## src/rtl/wg_pkg.sv

```systemverilog
package wg_pkg;
  // Qualifier state for one strobe
  typedef enum logic [1:0] {
    QS_IDLE  = 2'd0,  // no strobe present
    QS_COUNT = 2'd1,  // strobe present, width being measured
    QS_SPENT = 2'd2   // strobe already judged, wait for release
  } qual_state_t;

  // Synchronised pin bundle
  typedef struct packed {
    logic sup;
    logic ce_n;
    logic we_n;
    logic oe_n;
  } pins_t;

  localparam int PINS_W = $bits(pins_t);
  localparam pins_t PINS_RST = '{sup: 1'b0, ce_n: 1'b1, we_n: 1'b1, oe_n: 1'b1};
endpackage

```

## src/rtl/wg_sync.sv

```systemverilog
module wg_sync #(
  parameter int W = 4,
  parameter int STAGES = 2,
  parameter logic [W-1:0] RST_VAL = '0
) (
  input  logic         clk,
  input  logic         rst_n,
  input  logic [W-1:0] d,
  output logic [W-1:0] q
);
  generate
    if (STAGES == 0) begin : g_bypass
      assign q = d;
    end else begin : g_chain
      logic [W-1:0] stg [STAGES];
      for (genvar i = 0; i < STAGES; i++) begin : g_stage
        always_ff @(posedge clk or negedge rst_n) begin
          if (!rst_n) stg[i] <= RST_VAL;
          else if (i == 0) stg[i] <= d;
          else stg[i] <= stg[(i > 0) ? i-1 : 0];
        end
      end
      assign q = stg[STAGES-1];
    end
  endgenerate
endmodule

```

## src/rtl/wg_lockout.sv

```systemverilog
module wg_lockout #(
  parameter int LOCKOUT_CYC = 500000
) (
  input  logic clk,
  input  logic rst_n,
  input  logic sup,
  output logic armed
);
  localparam int CW = $clog2(LOCKOUT_CYC + 1);
  localparam logic [CW-1:0] LAST = CW'(LOCKOUT_CYC - 1);

  logic [CW-1:0] cnt;

  always_ff @(posedge clk or negedge rst_n) begin
    if (!rst_n) begin
      cnt   <= '0;
      armed <= 1'b0;
    end else if (!sup) begin
      cnt   <= '0;
      armed <= 1'b0;
    end else if (!armed) begin
      if (cnt == LAST) armed <= 1'b1;
      cnt <= cnt + 1'b1;
    end
  end

  AST_DROP_DISARMS: assert property (@(posedge clk) disable iff (!rst_n) !sup |=> !armed);
  AST_ARM_NEEDS_SUPPLY: assert property (@(posedge clk) disable iff (!rst_n) $rose(armed) |-> $past(sup));
  AST_CNT_BOUND: assert property (@(posedge clk) disable iff (!rst_n) cnt <= CW'(LOCKOUT_CYC));
endmodule

```

## src/rtl/wg_qualify.sv

```systemverilog
module wg_qualify
  import wg_pkg::*;
#(
  parameter int MIN_PULSE = 2
) (
  input  logic clk,
  input  logic rst_n,
  input  logic act,
  input  logic allow,
  output logic start
);
  localparam int CW = $clog2(MIN_PULSE) + 1;
  localparam logic [CW-1:0] LAST = CW'(MIN_PULSE - 1);

  qual_state_t st;
  logic [CW-1:0] cnt;

  always_ff @(posedge clk or negedge rst_n) begin
    if (!rst_n) begin
      st    <= QS_IDLE;
      cnt   <= '0;
      start <= 1'b0;
    end else begin
      start <= 1'b0;
      if (!act) begin
        st  <= QS_IDLE;
        cnt <= '0;
      end else if (st != QS_SPENT) begin
        if (cnt == LAST) begin
          st    <= QS_SPENT;
          start <= allow;
        end else begin
          st  <= QS_COUNT;
          cnt <= cnt + 1'b1;
        end
      end
    end
  end

  AST_PULSE_ONE_CYCLE: assert property (@(posedge clk) disable iff (!rst_n) start |=> !start);
  AST_START_NEEDS_STROBE: assert property (@(posedge clk) disable iff (!rst_n) start |-> $past(act));
  AST_START_NEEDS_ALLOW: assert property (@(posedge clk) disable iff (!rst_n) start |-> $past(allow));
  AST_SPENT_HOLDS: assert property (@(posedge clk) disable iff (!rst_n) (st == QS_SPENT && act) |=> st == QS_SPENT);
  AST_FILTER_BOUND: assert property (@(posedge clk) disable iff (!rst_n) cnt <= LAST);
endmodule

```

## src/rtl/write_guard.sv

```systemverilog
module write_guard
  import wg_pkg::*;
#(
  parameter int LOCKOUT_CYC = 500000,
  parameter int MIN_PULSE   = 2,
  parameter int SYNC_STAGES = 2
) (
  input  logic clk,
  input  logic rst_n,
  input  logic supply_ok,
  input  logic ce_n,
  input  logic we_n,
  input  logic oe_n,
  output logic wr_start
);
  pins_t raw, syn;
  logic  act, armed, allow;

  assign raw = '{sup: supply_ok, ce_n: ce_n, we_n: we_n, oe_n: oe_n};

  wg_sync #(.W(PINS_W), .STAGES(SYNC_STAGES), .RST_VAL(PINS_RST)) u_sync (
    .clk(clk), .rst_n(rst_n), .d(raw), .q(syn)
  );

  wg_lockout #(.LOCKOUT_CYC(LOCKOUT_CYC)) u_lock (
    .clk(clk), .rst_n(rst_n), .sup(syn.sup), .armed(armed)
  );

  // Strobe present only with both enables low and output enable high
  always_comb begin
    act   = !syn.ce_n && !syn.we_n && syn.oe_n;
    allow = armed && syn.sup;
  end

  wg_qualify #(.MIN_PULSE(MIN_PULSE)) u_qual (
    .clk(clk), .rst_n(rst_n), .act(act), .allow(allow), .start(wr_start)
  );

  AST_NO_START_UNPOWERED: assert property (@(posedge clk) disable iff (!rst_n) wr_start |-> $past(syn.sup));
  AST_NO_START_OE_LOW: assert property (@(posedge clk) disable iff (!rst_n) wr_start |-> $past(syn.oe_n));
  AST_NO_START_CE_HIGH: assert property (@(posedge clk) disable iff (!rst_n) wr_start |-> !$past(syn.ce_n));
  AST_NO_START_WE_HIGH: assert property (@(posedge clk) disable iff (!rst_n) wr_start |-> !$past(syn.we_n));
endmodule

```

## config.mk

```make
export PLATFORM = sky130hd
export DESIGN_NAME = write_guard
export DESIGN_NICKNAME = d
export VERILOG_FILES = /design/src/rtl/wg_pkg.sv /design/src/rtl/wg_sync.sv /design/src/rtl/wg_lockout.sv /design/src/rtl/wg_qualify.sv /design/src/rtl/write_guard.sv
export SDC_FILE = /design/constraint.sdc
export NUM_CORES = 1
export LEC_CHECK = 0
export BUFFER_PORTS_ARGS = -buffer_cell sky130_fd_sc_hd__buf_2
export CAP_MARGIN = 20
export CELL_PAD_IN_SITES_DETAIL_PLACEMENT = 0
export CELL_PAD_IN_SITES_GLOBAL_PLACEMENT = 1
export CORE_MARGIN = 2
export CORE_UTILIZATION = 43
export CTS_CLUSTER_DIAMETER = 80
export DETAILED_ROUTE_END_ITERATION = 12
export GPL_TIMING_DRIVEN = 0
export PLACE_DENSITY = 0.85
export SETUP_SLACK_MARGIN = 0.2
export SLEW_MARGIN = 20
export SYNTH_ARGS = -nofsm -noshare
export SYNTH_HDL_FRONTEND = slang
export SYNTH_SLANG_ARGS = --single-unit
```

## constraint.sdc

```tcl
create_clock -name clk -period 1.5 [get_ports clk]
set_input_delay 0.3 -clock clk [delete_from_list [all_inputs] [get_ports clk]]
set_output_delay 0.3 -clock clk [all_outputs]
set_load 0.005 [all_outputs]
```

==> key figures, run 1 <==
Global routing
  • Total global routing overflow: 0
  • Tot GR Track Use: 0.1738
  • Vias in the first global route: 1099
  • Initial antenna violation count: 0
  • Largest net degree at the start of global routing: 34
  • First-pass GRT wire length: 5216 um

Clock network
  • Clk sinks: 33
  • Number of H-tree levels: 2
  • CTS tree: done
  • Cts bufs inserted: 5
  • Clk_lat worst skew: 340 ps
  • Root Driver: clkbuf_4
  • CTS clock-pin slew for the worst setup and hold paths: 110 ps
  • Worst-case clock buffer depth: 2

Synth
  • Mapped Nets: 141
  • Top FF cell, synth: dfrtp_1
  • Number of flops mapped to enable cells by yosys: 0
  • Yosys warns: 0
  • Netlist cell types: 32
  • Synthesized area per cell: 10.98 sq um
  • Asr flop ratio synth: 1.000
  • Synth Register Bits: 33
  • Post-Syn Area: 1460 sq um
  • Sequential area share after synthesis: 0.5707
  • Syn Inst Count: 133

Timing
  • Worst Tran Pin Value: 712.4 ps
  • Tmin final: 1495 ps
  • Setup violations, final: 0
  • Tcrit/Tclk final: 0.9965
  • Highest clock rate: 669.0 MHz
  • Hold WS: -5.758 ps
  • Final hold violation count: 6
  • Final Skew: 7.360 ps
  • Setup TNS: 0 ps
  • Final Max Tran Viols: 0
  • Slew Limit Headroom: 0.5251
  • RSZ-0062 raised after global routing: yes

Setup path
  • Critical R2R Launch: u_lock.cnt[2]
  • Critical path class: register to register
  • WP data arrival: 1770 ps
  • Largest stage delay, worst path: 500 ps
  • Top Family by Delay on Critical Path: simple AND/OR/NAND/NOR gates
  • Slowest cell on the critical path: or4_4
  • Crit path required time: 1770 ps
  • Crit-path cells: and4_1 -> buf_6 -> nand4_4 -> or4_4 -> a21oi_2
  • Worst r2r path cells: 5
  • Startpoint types: register
  • Reg-to-reg endpoint: u_lock.cnt[17]
  • Peak fanout along the critical path: 3
  • Reg2Reg Setup Slack: 5 ps
  • Critical Path End Type: register
  • Critical path buffers and inverters: 1

Cells and area
  • Area grow syn2layout: 27.42%
  • Fill cell count: 300
  • Most frequent cells in the layout: dfrtp_1 (26), nor2_1 (16), buf_4 (14)
  • Final #Nets: 172
  • Finished Layout Cells: 211
  • Inserted Diodes: 0
  • Layout cell share with drive strength beyond 1: 0.3879
  • Leading cell type in the layout, fill and taps excluded: dfrtp_1

Power and ir drop
  • Leakage: 0.7584 nW
  • VDD IR max: 0.5298 mV
  • PwrDens: 808.6 nW/um^2

Run status
  • Failing checks: negative hold slack
  • Status: finished, violations left

Die
  • Rows: 21
  • Die area: 3878 sq um
  • Core Region: 3311 sq um
  • Die H: 62.27 um
  • Chip width: 62.27 um
  • Initial Util: 0.4410
  • IO Count: 7

Placed design
  • # port buffers: 6
  • Final GP Congestion: 0.7829
  • Placed Instances: 185
  • DP HPWL: 1689 um

Flow run
  • Max Cap Violations: 0

Detailed routing
  • Vias per inst: 5.303
  • 1st-iter DRT viols: 26
  • Routed vias: 1119
  • Residual DRC: 0
  • DRT Wirelength: 3039 um
  • Wire per inst: 14.40 um
  • DRT Pass-1 Iters: 4
  • Detail Route Antenna Nets: 0

Worst hold path
  • Worst hold path type: input pin to async pin
## cell usage after synthesis, drive strengths merged, types with 2 or more instances
library cell / count / area, sq um
a21oi: 9 / 45.04
and4: 3 / 26.28
buf: 3 / 33.78
dfrtp: 27 / 675.7
dfstp: 6 / 157.7
ha: 2 / 25.02
inv: 4 / 15.01
nand2: 9 / 33.78
nand3: 7 / 35.03
nand4: 4 / 40.04
nor2: 16 / 60.06
nor2b: 2 / 12.51
nor4b: 2 / 17.52
o21ai: 5 / 25.02
o31ai: 3 / 22.52
or3: 5 / 31.28
or4: 3 / 22.52
xnor2: 3 / 26.28
xor2: 8 / 70.07
## through the flow
stage	util	cell area, sq um	hold slack (ps)	setup slack, ps	total power [mW]
6_report	0.5620	1861	-5.758	5.256	1.504
5_1_grt	0.5620	1861	18.94	-60.66	1.574
2_1_floorplan	-	1463	4.409	50.79	0.9751
3_5_place_dp	0.4683	1550	336.4	-94.44	1.010
4_1_cts	0.5355	1773	21.18	-7.123	1.505
3_3_place_gp	0.4683	1550	333.4	-62.42	1.005
## how the worst max path moves through the flow
| stage | endpoint | slack, ps | cells after the start | startpoint |
|---|---|---|---|---|
| final | u_lock.cnt[17] | 5 | 5 | u_lock.cnt[2] |
| after global routing | u_lock.cnt[11] | -60 | 6 | u_lock.cnt[2] |
| after CTS | u_lock.cnt[17] | -7 | 5 | u_lock.cnt[3] |
| after detailed placement | u_lock.cnt[18] | -90 | 4 | u_lock.cnt[7] |
| after floorplan | u_lock.cnt[15] | 50 | 6 | u_lock.cnt[2] |
| after global placement | u_lock.cnt[18] | -60 | 4 | u_lock.cnt[7] |
## where the power goes
part	switching (mW)	total, mW	internal, mW
registers	0.0139	0.930	0.916
clock network	0.319	0.495	0.176
logic	0.0479	0.0793	0.0314
## routing by layer
layer	GRT usage	routed length [um]	vias up
met5	0	0	-
met4	0.07778	70	0
met3	0.05616	136	10
met2	0.2745	1506	39
met1	0.2192	1325	542
li1	-	-	528
## flip-flops by register name, indices dropped and copies added, names as in the netlist
register / flops
u_sync.q: 4
u_qual.st: 2
u_lock.cnt: 19
u_qual.start: 1
u_qual.cnt: 2
u_lock.armed: 1
u_sync.g_chain.stg: 4
## kinds of logic (layout without fill, tap and decap cells)
kind of cell / Yosys count / after routing / synth area share
compound gates: 20 / 20 / 0.07969
xor+xnor: 11 / 11 / 0.06599
fa+ha+maj: 2 / 2 / 0.01714
buf+inv: 9 / 41 / 0.03855
flops: 33 / 33 / 0.5707
mux: 1 / 1 / 0.006855
simple gates: 57 / 57 / 0.2211
## worst reg2reg max path: stages, from the launching register on
cell and delay (ps):
dfrtp_1 360, and4_1 210, buf_6 110, nand4_4 110, or4_4 500, a21oi_2 130
## timing repair
action,4_1_cts,5_1_grt
pin swaps,10,4
gates resized for setup,14,16
buffers inserted,15,2
cloned,0,1
endpoints found under the setup margin,14,20
hold buffers,0,0
## final cells by class
class | instances | area [sq um] | area share
plain buffers | 4 | 37.54 | 0.02017
clock buffers | 5 | 37.54 | 0.02017
clock inverters | 3 | 17.52 | 0.009415
inverters | 5 | 22.52 | 0.01210
multi-input cells | 91 | 673.1 | 0.3618
flip-flops and latches | 33 | 834.6 | 0.4486
well taps | 46 | 57.56 | 0.03093
repair buffers | 24 | 180.2 | 0.09684
(Power assumes the default switching activity.)
==> inputs of run 2 (changes only) <==
--- a/config.mk
+++ b/config.mk
@@ -6,7 +6,7 @@
 export NUM_CORES = 1
 export LEC_CHECK = 0
 export BUFFER_PORTS_ARGS = -buffer_cell sky130_fd_sc_hd__buf_2
-export CAP_MARGIN = 20
+export CAP_MARGIN = 0
 export CELL_PAD_IN_SITES_DETAIL_PLACEMENT = 0
 export CELL_PAD_IN_SITES_GLOBAL_PLACEMENT = 1
 export CORE_MARGIN = 2
@@ -14,7 +14,7 @@
 export CTS_CLUSTER_DIAMETER = 80
 export DETAILED_ROUTE_END_ITERATION = 12
 export GPL_TIMING_DRIVEN = 0
-export PLACE_DENSITY = 0.85
+export PLACE_DENSITY = 0.78
 export SETUP_SLACK_MARGIN = 0.2
 export SLEW_MARGIN = 20
 export SYNTH_ARGS = -nofsm -noshare
==> run 2 against run 1 <==
Net effect:
- sequential share of layout area rose by 0.92 points
- non-clock buffer count fell by 1
- critical path depth is the same
- hold slack better by 9.3 ps
- first-iteration DRC count is 62% higher
- core utilization is 1.1 points lower
- design area decreased by 2.0%
- clock power is essentially flat
- routed wire length decreased by 5.9%
- count of clock-buffer cells in the layout is the same
- the run ends with negative setup slack left
- global-route usage decreased by 1.3 points
==> key figures, run 2 (synthesis gave the netlist of run 1 again) <==
Timing
  • RSZ-0062 raised after global routing: yes
  • Tmin final: 1510 ps
  • Tcrit/Tclk final: 1.007
  • Setup violations, final: 3
  • Setup TNS: -19.65 ps
  • Final hold violation count: 0
  • Highest clock rate: 662.2 MHz
  • Slew Limit Headroom: 0.5153
  • Final WS setup: -10.07 ps
  • Worst Tran Pin Value: 727.0 ps
  • Final Max Tran Viols: 0
  • Final Skew: 10.03 ps

Global routing
  • Largest net degree at the start of global routing: 34
  • Total global routing overflow: 0
  • Vias in the first global route: 1040
  • Initial antenna violation count: 0
  • Tot GR Track Use: 0.1608
  • First-pass GRT wire length: 4830 um

Die
  • Core Region: 3311 sq um
  • IO Count: 7
  • Die area: 3878 sq um
  • Die H: 62.27 um
  • Rows: 21
  • Chip width: 62.27 um
  • Initial Util: 0.4410

Cells and area
  • Inserted Diodes: 0
  • Max reg flops: 19
  • Fill cell count: 312
  • Area grow syn2layout: 24.85%
  • Most frequent cells in the layout: dfrtp_1 (26), nor2_1 (16), buf_4 (15), xor2_1 (8), buf_2 (7)
  • Most flops, register: u_lock.cnt
  • Finished Layout Cells: 210
  • Leading cell type in the layout, fill and taps excluded: dfrtp_1
  • Layout cell share with drive strength beyond 1: 0.3841
  • Final #Nets: 171

Setup path
  • Crit path required time: 1770 ps
  • Peak fanout along the critical path: 3
  • WP data arrival: 1780 ps
  • Startpoint types: register
  • Critical Path End Type: register
  • Critical path class: register to register

Detailed routing
  • DRT Pass-1 Iters: 4
  • Detail Route Antenna Nets: 0
  • Wire per inst: 13.61 um
  • Vias per inst: 5.257
  • DRT Wirelength: 2859 um
  • Residual DRC: 0
  • 1st-iter DRT viols: 42
  • Routed vias: 1104

Run status
  • Status: finished, violations left
  • Failing checks: negative setup slack

Placed design
  • Final GP Congestion: 0.7458
  • DP HPWL: 1714 um
  • # port buffers: 6
  • Placed Instances: 185

Worst hold path
  • Worst hold path type: input pin to async pin

Flow run
  • Max Cap Violations: 0

Power and ir drop
  • Power, Total: 1.504 mW
  • Leakage: 0.7424 nW
  • VDD IR max: 0.6240 mV
  • PwrDens: 825.0 nW/um^2

Clock network
  • CTS tree: done
  • Clk_lat worst skew: 340 ps
  • CTS clock-pin slew for the worst setup and hold paths: 110 ps
  • Clk sinks: 33
  • Number of H-tree levels: 2
  • Cts bufs inserted: 5
  • Root Driver: clkbuf_4
  • Worst-case clock buffer depth: 2
  • CTS Hold Bufs: 0
## run 2: metal layers
layer	GRT usage	vias up	routed length [um]
met4	0.05833	0	46
met3	0.05072	6	84
li1	-	529	-
met1	0.2129	556	1324
met2	0.2500	13	1404
met5	0	-	0
## run 2: final timing paths
| path | slack [ps] | end | start | depth (start not counted) |
|---|---|---|---|---|
| worst max-delay path | -10 | u_lock.cnt[17] | u_lock.cnt[5] | 5 |
| max in group asynchronous | 1000 | u_lock.cnt[11] | rst_n | 1 |
| worst min register to register | 360 | u_sync.q[3] | u_sync.g_chain.stg[7] | 0 |
| worst min-delay path | 4 | u_lock.cnt[11] | rst_n | 1 |
| worst max register to register | -10 | u_lock.cnt[17] | u_lock.cnt[5] | 5 |
| min in group clk | 50 | u_sync.g_chain.stg[5] | we_n | 1 |
## run 2: area by class of cell
cell class | count | area, sq um | area share
multi-input combinational | 91 | 651.9 | 0.3576
tap | 46 | 57.56 | 0.03157
buffer | 4 | 37.54 | 0.02059
inverter | 5 | 22.52 | 0.01235
sequential | 33 | 834.6 | 0.4578
clock buffer | 5 | 37.54 | 0.02059
timing repair buffer | 23 | 158.9 | 0.08717
clock inverter | 3 | 22.52 | 0.01235
## run 2: power by group
group	internal, mW	switching [mW]
clock	0.181	0.316
sequential	0.916	0.0129
combinational	0.0306	0.0477
total	1.13	0.376
## run 2: metrics by stage
step,hold slack [ps],utilization,cell area [sq um],worst slack (ps)
after global routing,21.31,0.5506,1823,-66.35
after CTS,24.67,0.5385,1783,22.51
after detailed placement,337.9,0.4683,1550,-107.2
final,3.527,0.5506,1823,-10.07
after floorplan,4.409,-,1463,50.79
after global placement,335.8,0.4683,1550,-73.16
## run 2: worst max-delay path, cell delays in order, from the launching register on
cell,delay (ps)
dfrtp_1,400
and4_1,210
buf_6,120
nand4_4,110
or4_4,500
a21oi_2,120
## run 2: timing repair
item	CTS	global route
setup endpoints to repair	15	20
gates cloned	1	0
buffers inserted	16	0
resized for setup	13	12
pin swaps	11	6
==> inputs of run 3 (changes only) <==
--- a/config.mk
+++ b/config.mk
@@ -10,11 +10,11 @@
 export CELL_PAD_IN_SITES_DETAIL_PLACEMENT = 0
 export CELL_PAD_IN_SITES_GLOBAL_PLACEMENT = 1
 export CORE_MARGIN = 2
-export CORE_UTILIZATION = 43
+export CORE_UTILIZATION = 47
 export CTS_CLUSTER_DIAMETER = 80
 export DETAILED_ROUTE_END_ITERATION = 12
 export GPL_TIMING_DRIVEN = 0
-export PLACE_DENSITY = 0.78
+export PLACE_DENSITY = 0.81
 export SETUP_SLACK_MARGIN = 0.2
 export SLEW_MARGIN = 20
 export SYNTH_ARGS = -nofsm -noshare
==> constraint.sdc (replaced) <==
create_clock -name clk -period 1.55 [get_ports clk]
set_input_delay 0.31 -clock clk [delete_from_list [all_inputs] [get_ports clk]]
set_output_delay 0.31 -clock clk [all_outputs]
set_load 0.005 [all_outputs]
==> run 3 against run 2 <==
Net effect:
- the run now ends clean
- clock power up 31%
- sequential power down 3.2%
- setup slack better by 61 ps
- routed wire length up 2.4%
- core utilization up 8.6 points
- die area down 8.0%
- total power up 8.2%
- critical path depth unchanged
- flip-flop and latch count unchanged
- via count down 2.9%
- largest cell class unchanged
- register-to-register slack better by 60 ps
==> key figures, run 3 (synthesis gave the netlist of run 1 again) <==
Timing
  • Tmin final: 1499 ps
  • Setup TNS: 0 ps
  • Slew Limit Headroom: 0.5190
  • Final WS setup: 51.38 ps
  • Final hold violation count: 0
  • Hold WS: 6.420 ps
  • Worst Tran Pin Value: 721.5 ps
  • Tcrit/Tclk final: 0.9668
  • Final Skew: 12.83 ps
  • Final Max Tran Viols: 0
  • Setup violations, final: 0
  • Highest clock rate: 667.3 MHz
  • RSZ-0062 raised after global routing: yes

Setup path
  • Slowest cell on the critical path: or4_1
  • Crit path required time: 1820 ps
  • Largest stage delay, worst path: 480 ps
  • WP data arrival: 1770 ps
  • Crit-path cells: and4_1 -> buf_6 -> nand4_4 -> or4_1 -> a21oi_1
  • Peak fanout along the critical path: 3
  • Top Family by Delay on Critical Path: simple AND/OR/NAND/NOR gates
  • Reg2Reg Setup Slack: 50 ps
  • Critical path buffers and inverters: 1
  • Critical path class: register to register
  • Startpoint types: register
  • Critical Path End Type: register

Global routing
  • First-pass GRT wire length: 4919 um
  • Total global routing overflow: 0
  • Initial antenna violation count: 0
  • Largest net degree at the start of global routing: 34
  • Vias in the first global route: 1066
  • Tot GR Track Use: 0.1913

Placed design
  • Final GP Congestion: 0.7705
  • Cell area after placement: 1531 sq um
  • DP HPWL: 1772 um
  • Worst slack, placed: -81.97 ps
  • # port buffers: 6

Detailed routing
  • Routed vias: 1072
  • Detail Route Antenna Nets: 0
  • Wire per inst: 14.64 um
  • 1st-iter DRT viols: 58
  • DRT Pass-1 Iters: 4
  • Residual DRC: 0
  • Vias per inst: 5.360
  • DRT Wirelength: 2928 um

Die
  • Core Region: 3003 sq um
  • Chip width: 59.74 um
  • Die area: 3568 sq um
  • Initial Util: 0.4862
  • IO Count: 7
  • Rows: 20
  • Die H: 59.74 um

Worst hold path
  • Worst hold path type: input pin to async pin

Run status
  • Status: finished clean

Power and ir drop
  • VDD IR max: 0.7541 mV
  • Leakage: 0.7881 nW
  • PwrDens: 851.0 nW/um^2

Cells and area
  • Fin area: 1912 sq um
  • Final Util: 0.6367
  • Area grow syn2layout: 30.93%
  • Fill cell count: 233
  • Most frequent cells in the layout: dfrtp_1 (27), nor2_1 (16), buf_4 (16), xor2_1 (7), buf_2 (7)
  • Final #Nets: 174
  • Most flops, register: u_lock.cnt
  • Leading cell type in the layout, fill and taps excluded: dfrtp_1
  • Max reg flops: 19
  • Inserted Diodes: 0
  • Layout cell share with drive strength beyond 1: 0.4491

Clock network
  • Cts bufs inserted: 5
  • CTS Hold Bufs: 0
  • CTS tree: done
  • CTS clock-pin slew for the worst setup and hold paths: 110 ps
  • Root Driver: clkbuf_4
  • Number of H-tree levels: 2
  • Clk sinks: 33
  • Clk_lat worst skew: 340 ps
  • Worst-case clock buffer depth: 2

Flow run
  • Max Cap Violations: 0
## run 3: cell count changes in the layout (fill, tap and decap cells not counted), moves of 2 or more
| cell | delta |
|---|---|
| clkinvlp_4 | -2 |
| buf_6 | +2 |
| o31ai_2 | +2 |
| o31ai_1 | -2 |
| or3_1 | -2 |
| a21oi_2 | +3 |
| a21oi_1 | -3 |
| or3_4 | +2 |
## run 3: final cells by class
type	instances	area, sq um	area share
timing repair buffer	26	188.9	0.09882
inverter	5	22.52	0.01178
clock buffer	5	37.54	0.01963
sequential	33	833.3	0.4359
buffer	4	37.54	0.01963
tap	33	41.29	0.02160
multi-input combinational	91	704.4	0.3685
clock inverter	3	46.29	0.02421
## run 3: path summary, 6_finish.rpt
| path | startpoint | endpoint | cells after the start |
|---|---|---|---|
| max in group asynchronous | rst_n | u_lock.cnt[12] | 1 |
| worst min-delay path | rst_n | u_qual.st[0] | 1 |
| worst max register to register | u_lock.cnt[2] | u_lock.cnt[17] | 5 |
| worst min register to register | u_sync.g_chain.stg[7] | u_sync.q[3] | 0 |
| worst max-delay path | u_lock.cnt[2] | u_lock.cnt[17] | 5 |
| min in group clk | oe_n | u_sync.g_chain.stg[4] | 1 |
## run 3: repair_timing
| action | in CTS | in global routing |
|---|---|---|
| pin swaps | 10 | 7 |
| resized for setup | 14 | 23 |
| gates cloned | 1 | 0 |
| endpoints found under the setup margin | 11 | 22 |
| setup buffers | 16 | 3 |
## run 3: layer usage
layer	up-vias	track usage	wire (um)
met4	0	0.06667	42
met3	5	0.06494	99
met2	14	0.3012	1401
li1	530	-	-
met1	523	0.2465	1385
met5	-	0	0
## run 3: through the flow
stage / power [mW] / instances
after detailed placement: 0.9760 / 172
after CTS: 1.632 / 197
final: 1.627 / 200
after global routing: 1.686 / 200
after global placement: 0.9720 / 172
after floorplan: 0.9431 / 133
## run 3: power breakdown
group	switching (mW)	internal (mW)	leakage, nW
logic	0.0467	0.0310	0.314
clock network	0.309	0.341	0.0414
registers	0.0128	0.886	0.432
total	0.368	1.26	0.788
